`src/rtl/idle_coord.sv`:
```
module idle_coord #(
  parameter int NT = 2,
  parameter int AW = 16,
  parameter int SW = 4,
  localparam int TW = (NT > 1) ? $clog2(NT) : 1,
  localparam int CW = 3
) (
  input  logic             clk,
  input  logic             rst_n,
  input  logic             redir_en,
  input  logic             mon_addr_vld,
  input  logic [AW-1:0]    cap_lo,
  input  logic [AW-1:0]    cap_hi,
  input  logic [AW-1:0]    lvl_base,
  input  logic             req_vld,
  input  logic [TW-1:0]    req_tid,
  input  logic [CW-1:0]    req_cstate,
  input  logic [SW-1:0]    req_sub,
  input  logic             req_mon,
  input  logic             io_vld,
  input  logic [TW-1:0]    io_tid,
  input  logic [AW-1:0]    io_addr,
  input  logic [NT-1:0]    irq,
  input  logic [NT-1:0]    intr_en,
  input  logic             mon_hit,
  output logic [NT*CW-1:0] thr_cstate,
  output logic [NT*SW-1:0] thr_sub,
  output logic [CW-1:0]    core_cstate,
  output logic             io_fallthru
);

  localparam logic [CW-1:0] C0 = 3'd0;
  localparam logic [CW-1:0] C1 = 3'd1;
  localparam logic [CW-1:0] C3 = 3'd3;
  localparam logic [CW-1:0] C6 = 3'd4;

  logic [CW-1:0] st  [NT];
  logic [SW-1:0] sub [NT];
  logic [NT-1:0] armed, brk;

  wire lvl2_hit = io_addr == lvl_base;
  wire lvl3_hit = io_addr == lvl_base + AW'(1);
  wire in_win   = (io_addr >= cap_lo) && (io_addr <= cap_hi);
  wire captured = io_vld && redir_en && in_win && (lvl2_hit || lvl3_hit);
  wire cnv_go   = captured && mon_addr_vld;
  wire [CW-1:0] cnv_state = lvl3_hit ? C6 : C3;
  wire req_ok   = req_vld && (req_cstate >= C1) && (req_cstate <= C6);

  assign io_fallthru = io_vld && !captured;

  always_comb begin
    core_cstate = st[0];
    for (int i = 1; i < NT; i++)
      if (st[i] < core_cstate) core_cstate = st[i];
  end

  for (genvar t = 0; t < NT; t++) begin : g_thr
    wire dsel = req_vld && (req_tid == TW'(t));
    wire dreq = req_ok && (req_tid == TW'(t));
    wire creq = cnv_go && (io_tid == TW'(t)) && !dsel;
    wire wake = (irq[t] && (intr_en[t] || brk[t])) || (mon_hit && armed[t]);

    always_ff @(posedge clk) begin
      if (!rst_n) begin
        st[t] <= C0; sub[t] <= '0; armed[t] <= 1'b0; brk[t] <= 1'b0;
      end else if (st[t] == C0) begin
        if (dreq) begin
          st[t] <= req_cstate; sub[t] <= req_sub;
          armed[t] <= req_mon; brk[t] <= 1'b0;
        end else if (creq) begin
          st[t] <= cnv_state; sub[t] <= '0;
          armed[t] <= 1'b1; brk[t] <= 1'b1;
        end
      end else if (wake) begin
        st[t] <= C0; sub[t] <= '0; armed[t] <= 1'b0; brk[t] <= 1'b0;
      end
    end

    assign thr_cstate[t*CW +: CW] = st[t];
    assign thr_sub[t*SW +: SW]    = sub[t];


    core_min_chk: assert property (@(posedge clk) disable iff (!rst_n)
      core_cstate <= st[t]);

    irq_wake_chk: assert property (@(posedge clk) disable iff (!rst_n)
      (st[t] != C0 && irq[t] && intr_en[t]) |=> st[t] == C0);

    mon_wake_chk: assert property (@(posedge clk) disable iff (!rst_n)
      (st[t] != C0 && mon_hit && armed[t]) |=> st[t] == C0);

    idle_hold_chk: assert property (@(posedge clk) disable iff (!rst_n)
      (st[t] != C0 && !irq[t] && !mon_hit) |=> ($stable(st[t]) && $stable(sub[t])));

    ft_hold_chk: assert property (@(posedge clk) disable iff (!rst_n)
      (io_fallthru && io_tid == TW'(t) && st[t] == C0 && !dsel) |=> st[t] == C0);

    cnv_sub_chk: assert property (@(posedge clk) disable iff (!rst_n)
      (st[t] == C0 && io_vld && io_tid == TW'(t) && !io_fallthru && mon_addr_vld && !dsel)
        |=> (sub[t] == '0 && (st[t] == C3 || st[t] == C6)));
  end

endmodule

```
`config.mk`:
```
export PLATFORM = sky130hd
export DESIGN_NAME = idle_coord
export DESIGN_NICKNAME = d
export VERILOG_FILES = /design/src/rtl/idle_coord.sv
export SDC_FILE = /design/constraint.sdc
export NUM_CORES = 1
export LEC_CHECK = 0
export BUFFER_PORTS_ARGS = -buffer_cell sky130_fd_sc_hd__buf_2
export CORE_AREA = 2 2 77 79
export DETAILED_ROUTE_END_ITERATION = 8
export DIE_AREA = 0 0 79 81
export PLACE_DENSITY = 0.79
export REMOVE_ABC_BUFFERS = 1
export SETUP_SLACK_MARGIN = 0.5
export SLEW_MARGIN = 20
export SYNTH_ARGS = -nofsm -noshare
export SYNTH_HDL_FRONTEND = slang
export SYNTH_SLANG_ARGS = --single-unit
```
`constraint.sdc`:
```
create_clock -name clk -period 3 [get_ports clk]
set_input_delay 0 -clock clk [delete_from_list [all_inputs] [get_ports clk]]
set_output_delay 0 -clock clk [all_outputs]
set_load 0.005 [all_outputs]
```
======== After elaboration in Yosys (flattened, before gate mapping) ========
Memories as Yosys holds them, arrays and structs flattened.
Cells that the tools add are included.
word-level totals
  flip-flop bits (word level) ............. 4
  memory bits (writable) .................. 14
  input port bits ......................... 85
  word-level logic and storage cells ...... 117
  memories ................................ 2
cells by class
  add/sub/neg operators ................... 1
  $lt $le $gt $ge ......................... 5
  equal/unequal tests ..................... 4
  multiplexer cells ....................... 53
  bitwise logic cells ..................... 14
  reductions and logical operators ........ 34
memories
  memory  depth  bits a word  rd ports  clocked after memory_dff  wr ports  RTL line  source
  sub     2      4            2         0                         2         38        logic [SW-1:0] sub [NT];
  st      2      3            2         0                         2         37        logic [CW-1:0] st [NT];
operator list
  operator                                                                             number
  1-bit two-way mux                                                                    39
  16-bit == test                                                                       2
  3-bit two-way mux                                                                    8
  4-bit two-way mux                                                                    6
  1-bit logical AND                                                                    20
  16-bit by 1-bit adder with 16-bit output, second input constant                      1
  16-bit greater-or-equal comparator                                                   1
  16-bit <= comparator                                                                 1
  1-bit OR                                                                             12
  3-bit zero test                                                                      2
  3-bit != test, second input constant                                                 2
  1-bit logical OR                                                                     5
  2-bit AND reduction                                                                  2
  2-bit nonzero test                                                                   2
  3-bit by 1-bit greater-or-equal comparator with 1-bit output, second input constant  1
  3-bit <= comparator, second input constant                                           1
  1-bit zero test                                                                      3
  3-bit less-than comparator                                                           1
  1-bit inverter                                                                       2

======== Longest topological paths before layout ========
Gate-level depths: netlist (run 1).
  depth after elaboration ................. 14
  gate-level depth with buffers ........... 10

======== Worst setup path before layout (run 1) ========
No wires, ideal clock.
  kind .................................... input port to flip-flop
  from .................................... input port lvl_base[3]
  to ...................................... memory st[1][0], enable pin
  setup time .............................. 381 ps
  arrival time ............................ 2206 ps
  setup slack ............................. 414 ps
  stages .................................. 9
  path buffers ............................ 1
  cells stage by stage .................... buf_2 > nand4_4 > or3_1 > a211o_1 > a21oi_1 > o21ai_1 > nor4b_4 > o21ai_0 > o21ai_0
RTL lines
  element             RTL line  source
  start: declaration  14        input logic [AW-1:0] lvl_base,
  end: declaration    37

==> results of run 1 <==
==> per-stage QoR <==
stage / util / total power [mW] / area (um^2) / setup slack (ns)
finish: 0.543 / 1.04 / 3080 / 0.680
global route: 0.543 / 1.13 / 3080 / 0.546
CTS: 0.543 / 1.05 / 3080 / 0.660
detailed placement: 0.533 / 0.882 / 3030 / 0.394
global placement: 0.533 / 0.864 / 3030 / 0.481
floorplan: - / 0.657 / 2410 / 0.530
==> sequential cells by signal, summed over array words and instances (netlist names) <==
register	count
armed	2
brk	2
sub	8
st	6
==> cell families after synthesis <==
kind of cell	Yosys count	synth area share
buffers and inverters	43	0.0701
adder cells (fa/ha/maj)	35	0.180
flip-flops	18	0.206
multiplexers	2	0.00876
AO/OA/AOI/OAI	77	0.226
AND/OR/NAND/NOR	100	0.232
XOR/XNOR	21	0.0758
==> worst max-delay path, delay by kind of cell <==
| family | cells | cell delay [ns] |
|---|---|---|
| adders and majority gates | 1 | 0.22 |
| buffers and inverters | 2 | 0.30 |
| AOI/OAI and AO/OA | 5 | 0.92 |
| and+or+nand+nor | 3 | 0.84 |
==> cell type report <==
cell class,count,area (um^2)
flip-flops and latches,18,500
inverters,40,150
multi-input cells,235,1760
repair buffers,105,536
clock buffers,3,41.3
well taps,75,93.8
fillers,552,2590
clock inverters,1,3.75
==> worst max-delay path by stage <==
stage,start,to,slack [ns],depth (start not counted)
after floorplan,io_addr[15],st[1][0]$_SDFFCE_PP0P_,0.53,8
after global placement,lvl_base[0],sub[1][1]$_SDFFCE_PP0P_,0.48,11
after detailed placement,lvl_base[0],sub[0][1]$_SDFFCE_PP0P_,0.39,11
after CTS,lvl_base[0],st[0][1]$_SDFFCE_PP0P_,0.66,11
after global routing,lvl_base[1],st[0][2]$_SDFFCE_PP0P_,0.55,11
final,lvl_base[0],sub[0][2]$_SDFFCE_PP0P_,0.68,11
==> layer usage <==
| metal | part of all wire | vias to the layer above | wire length [um] |
|---|---|---|---|
| li1 | - | 1281 | - |
| met1 | 0.43 | 1124 | 2680 |
| met2 | 0.49 | 102 | 3060 |
| met3 | 0.064 | 6 | 394 |
| met4 | 0.010 | 0 | 62 |
| met5 | 0 | - | 0 |
==> cell usage after synthesis (2+ instances only) <==
cell,instances,area share
o21ai_1,2,0.0041
o21a_1,4,0.012
ha_1,35,0.18
o21ai_0,16,0.033
nand2b_1,7,0.018
nor3_1,5,0.010
nand2_1,24,0.037
and2_1,12,0.031
xor2_1,7,0.025
nand4_1,9,0.023
xnor2_1,14,0.051
and3_1,2,0.0052
a22o_1,7,0.025
inv_1,40,0.062
nor4_1,2,0.0052
or3_1,3,0.0077
nand3_1,10,0.021
edfxtp_1,14,0.17
a211oi_1,2,0.0062
nor2_1,11,0.017
dfxtp_1,4,0.033
nor2b_1,4,0.010
a21oi_1,14,0.029
a21o_1,15,0.046
==> report_power, final <==
part / internal (mW) / switching, mW / total, mW
combinational: 0.239 / 0.271 / 0.510
sequential: 0.340 / 0.0296 / 0.369
clock: 0.0907 / 0.0730 / 0.164
total: 0.669 / 0.374 / 1.04
==> metrics.txt, run 1 <==
nets ~520; iteration-0 DRC count of the detailed router 53; number of vias per cell between 5 and 6; Period minus WS final 2.32 ns; PortBufs slightly above 100; CP cell instances buf_2, ha_1, nand2_1, or2_1, o41ai_1, a22o_1, o21ai_1, nor4b_4, o211ai_2, a21boi_1, buf_4; number of distinct library cells after synthesis 57; CTS Buffer Depth 2; peak supply drop approximately 0.31 mV; ANT cells 0; initial core utilization 0.428; part of the Yosys area used for sequential elements 0.206; share of cells above drive strength 1 0.294; Worst Hold Path Cells 2; Post-Layout Cell Count about 480; commonest cells after routing, fill and taps aside buf_2 (102), inv_1 (40), ha_1 (35), nand2_1 (24), o21ai_0 (16); Netlist Area Pre-Place 2430 um^2; Worst Setup End Kind flop; Root Driver clkbuf_8; slowest cell on the critical path nor4b_4; setup_tns 0 ns; routability congestion estimate roughly 0.86; Post-DP HPWL approximately 5500 um; Crit Reg-Reg Endpoint sub[0][2]$_SDFFCE_PP0P_; chip width just under 80 um; clk_skew between 0.0006 and 0.0007 ns; global-route layer with the greatest usage met2; met2 Use GR 0.362; outcome finished clean; Clock Pin Slew Worst Setup and Hold Paths approximately 0.06 ns; Hold Violations, Final 0; Worst slew margin 0.591; row count 28; Total Wirelength ~6200 um; RSZ-0062 raised after global routing no; Post-CTS Setup Bufs 0; crit start category input pin; DRC 0; reg2reg setup slack 1.13 ns; final setup violation count 0; Lkg Pwr 1.60 nW; Hold Path Origin req_sub[3]; vias in the first global route 2349; most common flop cell mapped by yosys edfxtp_1; Hold EP sub[1][3]$_SDFFCE_PP0P_; TritonCTS Buffers 3; area delta synth->final 27.0%; period utilization 0.773; highest clock rate 0.431 GHz; register bit total from synthesis 18; Worst Hold Margin approximately 0.038 ns; io pins 103; Routed Antenna Nets 0; die area around 6400 um^2; DRT Pass-1 Iters 4; GRT Overall Usage 0.190; Core Area 5680 um^2; Async SR Flop Fraction 0; WL/cell 13.0 um; largest net degree at the start of global routing 11; CTS hold repair buffers 1; Worst Hold Class input pin to flop; Mapped Cells slightly below 300; worst r2r src st[0][1]$_SDFFCE_PP0P_; first-pass GRT wire length 10000 um; Slew Viols, Final 0; Mapped Avg Cell Area approximately 8.2 um^2; YS warnings 0; Vias about 2500; r2r worst-path depth 5; global route overflow 0; CTS tree yes; post_cts resized 0; PD cells roughly 340 nW/um^2; clock latency on the worst-skew pair roughly 0.25 ns; met1 usage 0.229; clk sinks 18; Worst Tran Pin Value slightly above 0.6 ns; CP Max Fanout 7; Critical Path AT between 2 and 2.5 ns; Largest stage delay, worst path ~0.38 ns; most common cell after layout, fill and taps aside buf_2; grt met3 use 0.0167; initial antenna violation count 0; WP data required ~3.0 ns; Post-synth EDFFs 14; H-tree depth 1; maxcap violations 0; Cells after DPL roughly 470; Crit Path Category input pin to flop; die height 81 um
(Power assumes the default switching activity.)
==> inputs of run 2 (changes only) <==
==> constraint.sdc (replaced) <==
create_clock -name clk -period 2.3 [get_ports clk]
set_input_delay 0 -clock clk [delete_from_list [all_inputs] [get_ports clk]]
set_output_delay 0 -clock clk [all_outputs]
set_load 0.005 [all_outputs]
==> run 2 against run 1 <==
  * Sequential power rose by 32%
  * Clock power rose by 36%
  * Worst hold slack got worse by 0.0099 ns
  * Critical path type unchanged
  * Non-clock buffer count rose by 31
  * Design area rose by 17%
  * Total power rose by 44%
  * Global-route usage rose by 3.3 points
  * First-iteration DRC count rose by 38%
==> metrics.txt, run 2 (same netlist as run 1, synthesis figures left out) <==
CP cell instances buf_2, inv_1, ha_4, a21o_1, a21o_1, a21oi_2, o21ai_1, nand2b_1, a32oi_1, buf_4, buf_4, buf_4, buf_4, and2_4, a22o_1 (was buf_2, ha_1, nand2_1, or2_1, o41ai_1, a22o_1, o21ai_1, nor4b_4, o211ai_2, a21boi_1, buf_4); Hold EP sub[1][1]$_SDFFCE_PP0P_ (was sub[1][3]$_SDFFCE_PP0P_); clk_skew 0.00196 ns (was 0.000694 ns); CP dominant cell by count buf_4; Worst Hold Class input pin to flop (unchanged); largest net degree at the start of global routing 11 (unchanged); Top Registers sub x8, st x6 (unchanged); highest clock rate 0.486 GHz; H-tree depth 1 (unchanged); TritonCTS Buffers 3 (unchanged); Largest Register sub (unchanged); area delta synth->final 48.5% (was 27.0%); DRT Pass-1 Iters 4 (unchanged); ANT cells 0 (unchanged); Worst Setup End Kind flop (unchanged); Crit Path Category input pin to flop (unchanged); Worst slew margin 0.536 (was 0.591); first-pass GRT wire length 11400 um (was 10000 um); period utilization 0.894; initial antenna violation count 0 (unchanged); CTS Buffer Depth 2 (unchanged); commonest cells after routing, fill and taps aside buf_2 (93), inv_1 (39), buf_4 (34), ha_1 (28), nand2_1 (23) (was buf_2 (102), inv_1 (40), ha_1 (35), nand2_1 (24), o21ai_0 (16)); RSZ-0062 raised after global routing yes (was no); most common cell after layout, fill and taps aside buf_2 (unchanged); number of vias per cell 5.32 (was 5.27); die area 6400 um^2 (unchanged); Largest stage delay, worst path 0.21 ns (was 0.38 ns); die height 81 um (unchanged); CTS tree yes (unchanged); Worst Hold Path Cells 2 (unchanged); global route overflow 0 (unchanged); Period minus WS final 2.06 ns; vias in the first global route 2678 (was 2349); io pins 103 (unchanged); Routed Antenna Nets 0 (unchanged); worst r2r src st[1][0]$_SDFFCE_PP0P_ (was st[0][1]$_SDFFCE_PP0P_); routability congestion estimate 0.916 (was 0.862); WL/cell 14.0 um (was 13.0 um); PortBufs 102 (unchanged); PD cells 416 nW/um^2 (was 339 nW/um^2); Core Area 5680 um^2 (unchanged); Root Driver clkbuf_8 (unchanged); Hold Violations, Final 0 (unchanged); nets 554 (was 523); Hold Path Origin req_sub[1] (was req_sub[3]); Slew Viols, Final 0 (unchanged); fin area 3600 um^2 (was 3080 um^2); crit start category input pin (unchanged); reg2reg setup slack 0.51 ns (was 1.13 ns); outcome finished clean (unchanged); Post-DP HPWL 5610 um (was 5460 um); WP data required 2.31 ns (was 2.96 ns); clk sinks 18 (unchanged); initial core utilization 0.428 (unchanged); Critical Path AT 2.07 ns (was 2.28 ns); row count 28 (unchanged); iteration-0 DRC count of the detailed router 73 (was 53); final setup violation count 0 (unchanged); GRT Overall Usage 0.223 (was 0.190); maxcap violations 0 (unchanged); Lkg Pwr 1.81 nW (was 1.60 nW); DRC 0 (unchanged); Clock Pin Slew Worst Setup and Hold Paths 0.06 ns (about the same); share of cells above drive strength 1 0.413 (was 0.294); CP Max Fanout 4 (was 7); Worst Hold Margin 0.0280 ns (was 0.0380 ns); Vias 2701 (was 2513); Total Wirelength 7120 um (was 6190 um); max reg flops 8 (unchanged); slowest cell on the critical path ha_4 (was nor4b_4); clock latency on the worst-skew pair 0.26 ns (was 0.25 ns); r2r worst-path depth 5 (unchanged); peak supply drop 0.352 mV (was 0.311 mV); chip width 79 um (unchanged); Crit Reg-Reg Endpoint sub[1][0]$_SDFFCE_PP0P_ (was sub[0][2]$_SDFFCE_PP0P_); Worst Tran Pin Value 0.691 ns (was 0.608 ns); Area after DPL 3170 um^2 (was 3030 um^2)
-- run 2: cell count changes in the layout (fill, tap and decap cells not counted), sizes merged --
| cell | delta |
|---|---|
| buf | +31 |
-- run 2: final cells by class --
class	instances	area [um^2]
timing repair buffer	136	825
sequential	18	500
fill	461	2070
tap	75	93.8
multi-input combinational	235	1980
clock inverter	1	3.75
clock buffer	3	41.3
inverter	40	155
-- run 2: routing by layer --
metal / global-route usage / wire length, um
met4: 0.110 / 249
met3: 0.0233 / 468
met5: 0 / 0
met1: 0.248 / 2870
met2: 0.421 / 3530
-- run 2: how the worst max path moves through the flow --
stage                     start                 endpoint  depth (start not counted)
global placement    io_addr[15]  sub[1][3]$_SDFFCE_PP0P_                         10
global route        lvl_base[5]   st[0][0]$_SDFFCE_PP0P_                         11
detailed placement  lvl_base[1]  sub[1][0]$_SDFFCE_PP0P_                         11
floorplan           io_addr[15]   st[1][0]$_SDFFCE_PP0P_                          8
finish                cap_lo[9]   st[0][2]$_SDFFCE_PP0P_                         15
CTS                 lvl_base[0]   st[0][0]$_SDFFCE_PP0P_                         11
-- run 2: critical path: cells and delay by family --
family	cells	cell delay, ns
AND/OR/NAND/NOR	2	0.22
AO/OA/AOI/OAI	6	0.89
buffers and inverters	6	0.74
adder cells (fa/ha/maj)	1	0.21
-- run 2: stage by stage --
stage | util | TNS (ns) | std cells | total power, mW | setup WS [ns]
finish | 0.635 | 0 | 508 | 1.50 | 0.244
global route | 0.635 | 0 | 508 | 1.61 | 0.140
detailed placement | 0.558 | -1.83 | 491 | 1.17 | -0.133
CTS | 0.619 | 0 | 503 | 1.46 | 0.312
floorplan | - | -1.49 | 293 | 0.857 | -0.170
global placement | 0.558 | -0.153 | 491 | 1.15 | -0.0157
-- run 2: timing repair --
action                                  CTS  global route
hold endpoints to repair                  1             0
pin swaps                                27            16
resized for setup                        49            11
setup buffers                             7             5
hold buffers                              1             0
endpoints found under the setup margin   25            30
-- run 2: report_power, final --
group | total, mW | internal (mW) | switching (mW) | leakage [nW]
clock | 0.223 | 0.119 | 0.104 | 0.0231
sequential | 0.487 | 0.443 | 0.0438 | 0.183
combinational | 0.791 | 0.392 | 0.399 | 1.60
==> inputs of run 3 (changes only) <==
--- a/config.mk
+++ b/config.mk
@@ -6,10 +6,10 @@
 export NUM_CORES = 1
 export LEC_CHECK = 0
 export BUFFER_PORTS_ARGS = -buffer_cell sky130_fd_sc_hd__buf_2
-export CORE_AREA = 2 2 77 79
+export CORE_AREA = 2 2 81 83
 export DETAILED_ROUTE_END_ITERATION = 8
-export DIE_AREA = 0 0 79 81
-export PLACE_DENSITY = 0.79
+export DIE_AREA = 0 0 83 85
+export PLACE_DENSITY = 0.73
 export REMOVE_ABC_BUFFERS = 1
 export SETUP_SLACK_MARGIN = 0.5
 export SLEW_MARGIN = 20
==> constraint.sdc (replaced) <==
create_clock -name clk -period 1.9 [get_ports clk]
set_input_delay 0 -clock clk [delete_from_list [all_inputs] [get_ports clk]]
set_output_delay 0 -clock clk [all_outputs]
set_load 0.005 [all_outputs]
==> run 3 against run 2 <==
  * Final cell count grew 6.9%
  * Clock skew rose by 0.010 ns
  * Count of clock-buffer cells in the layout unchanged
  * Total power is 36% higher
  * Register-to-register slack got worse by 0.38 ns
  * Largest power group unchanged
  * Worst hold slack improved by 0.0017 ns
  * The run now ends with setup timing left
  * Sequential cell count stayed put
==> metrics.txt, run 3 (same netlist as run 1, synthesis figures left out) <==
CP Max Fanout 7 (was 4); Worst Setup End Kind flop (unchanged); initial antenna violation count 0 (unchanged); Largest Register sub (unchanged); Post-Layout Cell Count 543 (was 508); outcome complete, but fails checks (was finished clean); CTS tree yes (unchanged); Core Util, Final 0.638 (was 0.635); die height 85 um (was 81 um); initial core utilization 0.391 (was 0.428); GRT Overall Usage 0.216 (was 0.223); Post-DP HPWL 6050 um (was 5610 um); Root Driver clkbuf_8 (unchanged); Worst Hold Class input pin to flop (unchanged); sequential power share 0.295 (was 0.325); nets 587 (was 554); WP data required 1.85 ns (was 2.31 ns); Crit Reg-Reg Endpoint st[1][2]$_SDFFCE_PP0P_ (was sub[1][0]$_SDFFCE_PP0P_); H-tree depth 1 (unchanged); WL/cell 14.1 um (was 14.0 um); Hold Path Origin req_mon (was req_sub[1]); Switch Pwr 0.747 mW (was 0.546 mW); Worst Hold Path Cells 2 (unchanged); Total Wirelength 7660 um (was 7120 um); largest net degree at the start of global routing 11 (unchanged); maxcap violations 0 (unchanged); Hold Violations, Final 0 (unchanged); launch point of the worst path io_addr[11] (was cap_lo[9]); fillcell total 505 (was 461); worst r2r src st[1][1]$_SDFFCE_PP0P_ (was st[1][0]$_SDFFCE_PP0P_); pre-CTS setup slack -0.458 ns (was -0.133 ns); chip width 83 um (was 79 um); Net Sw Frac 0.367 (was 0.364); iteration-0 DRC count of the detailed router 129 (was 73); ANT cells 0 (unchanged); CP cell instances buf_2, ha_1, nand4_1, or4_1, a32oi_1, buf_4, o21ai_0, o21ai_1, buf_4 (was buf_2, inv_1, ha_4, a21o_1, a21o_1, a21oi_2, o21ai_1, nand2b_1, a32oi_1, buf_4, buf_4, buf_4, buf_4, and2_4, a22o_1); TritonCTS Buffers 3 (unchanged); internal power 1.29 mW (was 0.954 mW); Critical Path AT 1.97 ns (was 2.07 ns); Routed Antenna Nets 0 (unchanged); Worst Hold Margin 0.0297 ns (was 0.0280 ns); number of vias per cell 5.18 (was 5.32); slowest cell on the critical path or4_1 (was ha_4); clk_skew 0.0119 ns (was 0.00196 ns); vias in the first global route 2923 (was 2678); highest clock rate roughly 0.50 GHz; final setup violation count 16 (was 0); PortBufs 102 (unchanged); reg2reg setup slack 0.13 ns (was 0.51 ns); share of cells above drive strength 1 0.489 (was 0.413); Hold EP armed[1]$_SDFFE_PN0P_ (was sub[1][1]$_SDFFCE_PP0P_); Comb pwr share 0.576 (was 0.527); area delta synth->final 63.1% (was 48.5%); CTS Buffer Depth 2 (unchanged); critical path's top delay family simple AND/OR/NAND/NOR gates (was compound AO/OA/AOI/OAI gates); DRT Pass-1 Iters 4 (unchanged); clk sinks 18 (unchanged); DRC 0 (unchanged); Lkg Pwr 2.01 nW (was 1.81 nW); Clk pwr share 0.129 (was 0.148); RSZ-0062 raised after global routing yes (unchanged); io pins 103 (unchanged); violated checks setup timing; row count 29 (was 28); crit start category input pin (unchanged); r2r worst-path depth 5 (unchanged); period utilization 1.06; PD cells 515 nW/um^2 (was 416 nW/um^2); Slew Viols, Final 0 (unchanged); Vias 2815 (was 2701); routability congestion estimate 0.895 (was 0.916); total power draw 2.04 mW (was 1.50 mW); Worst slew margin 0.741 (was 0.536); clock latency on the worst-skew pair 0.25 ns (was 0.26 ns); commonest cells after routing, fill and taps aside buf_2 (91), buf_4 (61), inv_1 (37), ha_1 (29), nand2_1 (22) (was buf_2 (93), inv_1 (39), buf_4 (34), ha_1 (28), nand2_1 (23)); CP dominant cell by count buf_4 (unchanged); global route overflow 0 (unchanged); Worst Tran Pin Value 0.388 ns (was 0.691 ns); max reg flops 8 (unchanged); Top Registers sub x8, st x6 (unchanged); Core Area 6200 um^2 (was 5680 um^2); CP Buf/Inv Count 3 (was 6); Crit Path Category input pin to flop (unchanged); most common cell after layout, fill and taps aside buf_2 (unchanged); peak supply drop 0.665 mV (was 0.352 mV); Clock Pin Slew Worst Setup and Hold Paths 0.07 ns (was 0.06 ns); first-pass GRT wire length 12900 um (was 11400 um); Period minus WS final ~2.0 ns; Cells after DPL 529 (was 491); final setup margin -0.115 ns (was 0.244 ns); die area 7060 um^2 (was 6400 um^2); Largest stage delay, worst path 0.54 ns (was 0.21 ns)
## run 3: how the worst max path moves through the flow
stage / to / slack, ns / cells past startpoint
final: st[1][2]$_SDFFCE_PP0P_ / -0.12 / 9
after global routing: st[0][1]$_SDFFCE_PP0P_ / -0.23 / 11
after CTS: st[0][2]$_SDFFCE_PP0P_ / -0.08 / 13
after detailed placement: sub[0][3]$_SDFFCE_PP0P_ / -0.46 / 11
after global placement: sub[1][0]$_SDFFCE_PP0P_ / -0.41 / 10
after floorplan: st[1][0]$_SDFFCE_PP0P_ / -0.57 / 8
## run 3: layer usage
metal	routed length [um]	part of all wire	GRT usage
met1	3060	0.40	0.252
met2	4020	0.53	0.422
met3	360	0.047	0.0204
met4	214	0.028	0.0566
met5	0	0	0
## run 3: power groups by stage
stage	Clock (mW)	Combinational, mW	Sequential, mW
finish	0.264	1.17	0.601
global placement	0	0.882	0.587
floorplan	0	0.439	0.598
global route	0.277	1.28	0.615
detailed placement	0	0.921	0.592
CTS	0.264	1.08	0.593
## run 3: cell type report
cell class	instances	area [um^2]	area share
flip-flops and latches	18	500	0.126
repair buffers	169	1110	0.280
well taps	77	96.3	0.0243
clock inverters	1	3.75	0.000948
clock buffers	3	41.3	0.0104
multi-input cells	235	2060	0.519
inverters	40	153	0.0385
## run 3: metrics by stage
step	TNS (ns)	area [um^2]
final	-1.49	3960
after global routing	-3.51	3960
after CTS	-0.720	3830
after detailed placement	-8.89	3440
after global placement	-8.02	3440
after floorplan	-7.09	2410
## run 3: repair_timing
| item | 4_1_cts | 5_1_grt |
|---|---|---|
| setup endpoints to repair | 36 | 36 |
| hold buffers | 0 | 0 |
| buffers inserted | 5 | 5 |
| pin swaps | 29 | 20 |
| cloned | 0 | 0 |
| gates resized for setup | 69 | 22 |
